[src/rtl/cordic_pkg.sv]
package cordic_pkg;

  // atan(2^-i) with a full turn = 2^32
  function automatic longint atan_q32(int i);
    case (i)
      0:  return 64'd536870912;
      1:  return 64'd316933406;
      2:  return 64'd167458907;
      3:  return 64'd85004756;
      4:  return 64'd42667331;
      5:  return 64'd21354465;
      6:  return 64'd10679838;
      7:  return 64'd5340245;
      8:  return 64'd2670163;
      9:  return 64'd1335087;
      10: return 64'd667544;
      11: return 64'd333772;
      12: return 64'd166886;
      13: return 64'd83443;
      14: return 64'd41722;
      15: return 64'd20861;
      default: return 64'd20861 >> (i - 15);
    endcase
  endfunction

  // rounded to an angle word of aw bits (aw <= 32)
  function automatic longint atan_ang(int i, int aw);
    longint c;
    c = atan_q32(i);
    if (aw >= 32) return c;
    return (c + (64'd1 << (31 - aw))) >> (32 - aw);
  endfunction

endpackage

[src/rtl/cordic_shift.sv]
module cordic_shift #(
  parameter int W  = 16,
  parameter int SH = 0
) (
  input  logic signed [W-1:0] d_i,
  output logic signed [W-1:0] d_o
);
  // fixed wiring: upper W-SH bits routed low, top SH bits copy the sign
  generate
    if (SH == 0) begin : g_pass
      assign d_o = d_i;
    end else if (SH >= W) begin : g_sign
      assign d_o = {W{d_i[W-1]}};
    end else begin : g_wire
      assign d_o = {{SH{d_i[W-1]}}, d_i[W-1:SH]};
    end
  endgenerate
endmodule

[src/rtl/cordic_stage.sv]
module cordic_stage #(
  parameter int W   = 16,
  parameter int AW  = 16,
  parameter int IDX = 0
) (
  input  logic                 clk_i,
  input  logic                 rst_ni,
  input  logic                 valid_i,
  input  logic                 neg_i,
  input  logic signed [W-1:0]  x_i,
  input  logic signed [W-1:0]  y_i,
  input  logic signed [AW-1:0] z_i,
  output logic                 valid_o,
  output logic                 neg_o,
  output logic signed [W-1:0]  x_o,
  output logic signed [W-1:0]  y_o,
  output logic signed [AW-1:0] z_o
);
  localparam logic signed [AW-1:0] ANG = AW'(cordic_pkg::atan_ang(IDX, AW));

  logic signed [W-1:0]  x_sh, y_sh, x_n, y_n;
  logic signed [AW-1:0] z_n;

  cordic_shift #(.W(W), .SH(IDX)) u_shx (.d_i(x_i), .d_o(x_sh));
  cordic_shift #(.W(W), .SH(IDX)) u_shy (.d_i(y_i), .d_o(y_sh));

  always_comb begin
    if (neg_i) begin
      x_n = x_i + y_sh;
      y_n = y_i - x_sh;
      z_n = z_i + ANG;
    end else begin
      x_n = x_i - y_sh;
      y_n = y_i + x_sh;
      z_n = z_i - ANG;
    end
  end

  always_ff @(posedge clk_i or negedge rst_ni) begin
    if (!rst_ni) valid_o <= 1'b0;
    else         valid_o <= valid_i;
  end

  // data path carries no reset
  always_ff @(posedge clk_i) begin
    x_o   <= x_n;
    y_o   <= y_n;
    z_o   <= z_n;
    neg_o <= z_n[AW-1];
  end
endmodule

[src/rtl/cordic_rotator.sv]
module cordic_rotator #(
  parameter int DATA_W = 16,
  parameter int ANG_W  = 16,
  parameter int STAGES = 16
) (
  input  logic                     clk_i,
  input  logic                     rst_ni,
  input  logic                     valid_i,
  input  logic signed [DATA_W-1:0] x_i,
  input  logic signed [DATA_W-1:0] y_i,
  input  logic signed [ANG_W-1:0]  z_i,
  output logic                     valid_o,
  output logic signed [DATA_W-1:0] x_o,
  output logic signed [DATA_W-1:0] y_o,
  output logic signed [ANG_W-1:0]  z_o
);
  logic                     v_s [STAGES+1];
  logic                     n_s [STAGES+1];
  logic signed [DATA_W-1:0] x_s [STAGES+1];
  logic signed [DATA_W-1:0] y_s [STAGES+1];
  logic signed [ANG_W-1:0]  z_s [STAGES+1];

  assign v_s[0] = valid_i;
  assign n_s[0] = z_i[ANG_W-1];
  assign x_s[0] = x_i;
  assign y_s[0] = y_i;
  assign z_s[0] = z_i;

  generate
    for (genvar g = 0; g < STAGES; g++) begin : g_stage
      cordic_stage #(.W(DATA_W), .AW(ANG_W), .IDX(g)) u_stage (
        .clk_i   (clk_i),
        .rst_ni  (rst_ni),
        .valid_i (v_s[g]),
        .neg_i   (n_s[g]),
        .x_i     (x_s[g]),
        .y_i     (y_s[g]),
        .z_i     (z_s[g]),
        .valid_o (v_s[g+1]),
        .neg_o   (n_s[g+1]),
        .x_o     (x_s[g+1]),
        .y_o     (y_s[g+1]),
        .z_o     (z_s[g+1])
      );
    end
  endgenerate

  assign valid_o = v_s[STAGES];
  assign x_o     = x_s[STAGES];
  assign y_o     = y_s[STAGES];
  assign z_o     = z_s[STAGES];
endmodule

[config.mk]
export PLATFORM = sky130hd
export DESIGN_NAME = cordic_rotator
export DESIGN_NICKNAME = d
export VERILOG_FILES = /design/src/rtl/cordic_pkg.sv /design/src/rtl/cordic_shift.sv /design/src/rtl/cordic_stage.sv /design/src/rtl/cordic_rotator.sv
export SDC_FILE = /design/constraint.sdc
export NUM_CORES = 2
export LEC_CHECK = 0
export BUFFER_PORTS_ARGS = -buffer_cell sky130_fd_sc_hd__buf_4
export CORE_UTILIZATION = 35
export DETAILED_ROUTE_END_ITERATION = 6
export PLACE_DENSITY = 0.47
export SYNTH_ARGS = -nofsm -noshare
export SYNTH_HDL_FRONTEND = slang
export SYNTH_HIERARCHICAL = 1
export SYNTH_SLANG_ARGS = --single-unit
[constraint.sdc]
create_clock -name clk_i -period 6.6 [get_ports clk_i]
set_input_delay 0.66 -clock clk_i [delete_from_list [all_inputs] [get_ports clk_i]]
set_output_delay 0.66 -clock clk_i [all_outputs]
set_load 0.01 [all_outputs]
==> results.yml <==
clocking:
  tritoncts: "done"
  clk-insertion-delay-late_ns: 0.74
  worst_setup_hold_path_clk_slew_ns: 0.06
  clock-sinks: 784
  clock_tree.buffer_depth: 3
  cts_root_buf: "sky130_fd_sc_hd__clkbuf_16"
  cts_inserted_buffers: 100
  cts_setup_buffers: 0
  ctsHtreeMaxLevel: 3
finish:
  insertedDiodeCount: 0
  finish.net_count: 7636
  share_of_final_layout_standard_cells_stronger_than_drive_strength_1: 0.0690
  area_growth_pct: 4.97
  finalCoreUtilization: 0.372
logic_synthesis:
  synthMostInstantiatedCell: "sky130_fd_sc_hd__dfxtp_1"
  synth-main-ff-cell: "sky130_fd_sc_hd__dfxtp_1"
  synth_cell_types: 133
  yosysTopAreaCell: "sky130_fd_sc_hd__dfxtp_1"
  synth_seq_area_share: 0.255
  number_of_warnings_printed_during_yosys_synthesis: 6
  synth.area.top_cells: "sky130_fd_sc_hd__dfxtp_1 25%, sky130_fd_sc_hd__ha_1 15%, sky130_fd_sc_hd__xnor2_1 9.6%"
  synth_edf_count: 0
  synthesis.area_per_instance_um2: 8.66
  yosys.area.top_type_share: 0.248
  synth.cell_area_mm2: 0.0619
  synth-adder-area-share: 0.167
  syn_nets: 7998
  multiplexer_share_of_the_synthesized_area: 0.00778
  synth_compound_gate_area_share: 0.199
  synth-simple-area-share: 0.132
  synth_top_family_by_area: "compound AO/OA/AOI/OAI gates"
  ys_seq_elements: 784
  synth-async-reset-ratio: 0.0204
  netlist_top_cells_count: "768 x sky130_fd_sc_hd__dfxtp_1, 750 x sky130_fd_sc_hd__ha_1, 684 x sky130_fd_sc_hd__a21oi_1"
  synthXorXnorAreaFrac: 0.149
  syn_inst: 7150
setup_path:
  crit_path_start_kind: "register"
  critPathRequiredTime_ns: 7.21
  cp_max_fo: 49
  ff2ff_setup_slack_ns: 2.95
  critical_path.max_stage_delay_ns: 0.59
  path_class: "reg2reg"
  crit_arrival_ns: 4.26
  worstPathCellList: "or3_1 -> or3_1 -> nor4_2 -> nor2_1 -> xnor2_1 -> ha_1 -> inv_1 -> o31ai_1 -> a2111oi_0 -> nor3_1 -> a211oi_1 -> xnor2_1"
  setup.worst_path.end_class: "register"
  critical_path.slowest_cell: "sky130_fd_sc_hd__dfxtp_2"
floorplanning:
  die_h_um: 423
  chipWidth_um: 423
  num_rows: 153
  io_pins: 100
  core_area_mm2: 0.175
  floorplan.die_area_mm2: 0.179
  start_util: 0.354
global_route:
  grt_overflow_total: 0
  grt_antenna_before_repair: 1
  global_route.usage.total: 0.156
  global_route_wire_length_before_repair_um: 231000
  grt_start_max_net_pins: 51
  grt_pass1_vias: 45100
timing:
  hold_violations_final: 0
  timing.fmax_mhz: 274
  timing.final.crit_period_ns: 3.65
  setup_viol_count_final: 0
  report.final.slew_viol_count: 0
  clock-skew-final_ns: 0.0333
  max_slew_margin: 0.211
  fin_tns_setup_ns: 0
  rsz0062_at_grt: "no"
  final.period_utilization: 0.553
  worst-slew-pin-transition_ns: 1.18
outcome:
  status: "completed"
placed_design:
  placement.io_buffers: 99
  detailed_place_hpwl_um: 112000
  finalWeightedCongestion: 0.837
routing:
  post_drt_via_cell_ratio: 4.99
  antenna_left: 0
  firstDrtPassIters: 7
  route.vias.total: 45900
  drtIter0Drc: 1994
  route.final.wire_length_um: 140000
  route.detailed.wl_per_inst_um: 15.3
  drcViolationCount: 0
hold_path:
  min_path_type: "in2reg"
job:
  drv_cap: 0
==> placed cells by master (no fill, tap or decap), types with 16 or more instances in the layout <==
| cell | Yosys | layout |
|---|---|---|
| sky130_fd_sc_hd__nand3_1 | 119 | 119 |
| sky130_fd_sc_hd__clkinv_2 | 0 | 21 |
| sky130_fd_sc_hd__nor2_1 | 568 | 568 |
| sky130_fd_sc_hd__clkbuf_8 | 0 | 16 |
| sky130_fd_sc_hd__nor4_1 | 43 | 43 |
| sky130_fd_sc_hd__inv_1 | 352 | 352 |
| sky130_fd_sc_hd__dfxtp_1 | 768 | 765 |
| sky130_fd_sc_hd__buf_4 | 528 | 124 |
| sky130_fd_sc_hd__a21o_1 | 176 | 176 |
| sky130_fd_sc_hd__clkbuf_16 | 0 | 100 |
| sky130_fd_sc_hd__or3_1 | 23 | 23 |
| sky130_fd_sc_hd__mux2_2 | 17 | 17 |
| sky130_fd_sc_hd__o21ai_0 | 287 | 287 |
| sky130_fd_sc_hd__nand2_1 | 311 | 311 |
| sky130_fd_sc_hd__clkbuf_1 | 52 | 25 |
| sky130_fd_sc_hd__o31ai_1 | 32 | 32 |
| sky130_fd_sc_hd__and2_1 | 20 | 20 |
| sky130_fd_sc_hd__o21bai_1 | 68 | 68 |
| sky130_fd_sc_hd__o21a_1 | 87 | 87 |
| sky130_fd_sc_hd__and3_1 | 41 | 41 |
| sky130_fd_sc_hd__nor2b_1 | 61 | 61 |
| sky130_fd_sc_hd__fa_1 | 47 | 47 |
| sky130_fd_sc_hd__nand4_1 | 35 | 35 |
| sky130_fd_sc_hd__o211ai_1 | 46 | 46 |
| sky130_fd_sc_hd__a211oi_1 | 75 | 75 |
| sky130_fd_sc_hd__a31oi_1 | 124 | 124 |
| sky130_fd_sc_hd__a211o_1 | 20 | 20 |
| sky130_fd_sc_hd__nand2b_1 | 78 | 78 |
| sky130_fd_sc_hd__o22ai_1 | 16 | 16 |
| sky130_fd_sc_hd__ha_1 | 750 | 750 |
| sky130_fd_sc_hd__mux2i_1 | 29 | 29 |
| sky130_fd_sc_hd__dfrtp_1 | 16 | 16 |
| sky130_fd_sc_hd__a21oi_1 | 684 | 684 |
| sky130_fd_sc_hd__xor2_1 | 361 | 361 |
| sky130_fd_sc_hd__xnor2_1 | 677 | 677 |
| sky130_fd_sc_hd__nor3_1 | 172 | 172 |
| sky130_fd_sc_hd__a41oi_1 | 16 | 16 |
| sky130_fd_sc_hd__o21ai_1 | 31 | 31 |
==> state kept, by name (all words and copies together) (netlist names) <==
register / flops
g_stage.u_stage/y_o: 256
g_stage.u_stage/x_o: 256
g_stage.u_stage/valid_o: 16
g_stage.u_stage/neg_o: 16
g_stage.u_stage/z_o: 240
==> stage by stage <==
| step | cells | cell area, um2 | hold WS, ns | setup WS [ns] |
|---|---|---|---|---|
| after detailed placement | 8996 | 61500 | 0.312 | 2.94 |
| after global routing | 9194 | 65000 | 0.0569 | 2.56 |
| final | 9194 | 65000 | 0.104 | 2.95 |
| after global placement | 8996 | 61500 | 0.314 | 2.97 |
| after CTS | 9194 | 65000 | 0.0228 | 2.94 |
| after floorplan | 7150 | 61900 | 0.310 | 3.40 |
==> path summary, 6_finish.rpt <==
kind | endpoint | depth (start not counted) | start
max | g_stage[15].u_stage/y_o[15] | 12 | g_stage[14].u_stage/x_o[15]
min | g_stage[0].u_stage/z_o[13] | 2 | z_i[13]
max reg2reg | g_stage[15].u_stage/y_o[15] | 12 | g_stage[14].u_stage/x_o[15]
min reg2reg | g_stage[15].u_stage/z_o[3] | 0 | g_stage[14].u_stage/z_o[3]
max in group asynchronous | g_stage[14].u_stage/valid_o | 2 | rst_ni
min in group asynchronous | g_stage[1].u_stage/valid_o | 2 | rst_ni
==> metal layers <==
layer	vias up	wire length [um]	GRT usage
met5	-	0	0
met4	0	3050	0.0435
met3	181	4080	0.0202
met2	500	68800	0.280
met1	21100	64400	0.192
li1	24200	-	-
==> worst max-delay path: cells and delay by family (launching register included) <==
| kind | cells | cell delay [ns] |
|---|---|---|
| AO/OA/AOI/OAI | 3 | 0.84 |
| XOR/XNOR | 2 | 0.26 |
| adder cells (fa/ha/maj) | 1 | 0.36 |
| buffers and inverters | 1 | 0.14 |
| flip-flops | 1 | 0.59 |
| AND/OR/NAND/NOR | 5 | 1.35 |
==> cell families (layout without fill, tap and decap cells) <==
| family | after synthesis | count (layout) |
|---|---|---|
| AOI/OAI and AO/OA | 1902 | 1902 |
| xor gates and xnor gates | 1046 | 1046 |
| adders and majority gates | 797 | 797 |
| buffers and inverters | 956 | 675 |
| DFF | 784 | 784 |
| muxes | 46 | 46 |
| and+or+nand+nor | 1619 | 1619 |
==> final cells by class <==
type / count / area (um2)
clock buffers: 141 / 2820
clock inverters: 42 / 522
fillers: 17900 / 110000
inverters: 353 / 1330
multi-input cells: 5410 / 40500
flip-flops and latches: 784 / 15800
well taps: 2325 / 2910
repair buffers: 139 / 1080
==> what timing repair did <==
item / 4_1_cts / 5_1_grt
hold buffers: 15 / 0
hold endpoints to repair: 30 / 0
gates resized for setup: 0 / 0
Power is not shown: default switching activity piles up to over one toggle a cycle in this logic, so the estimate is an artifact.
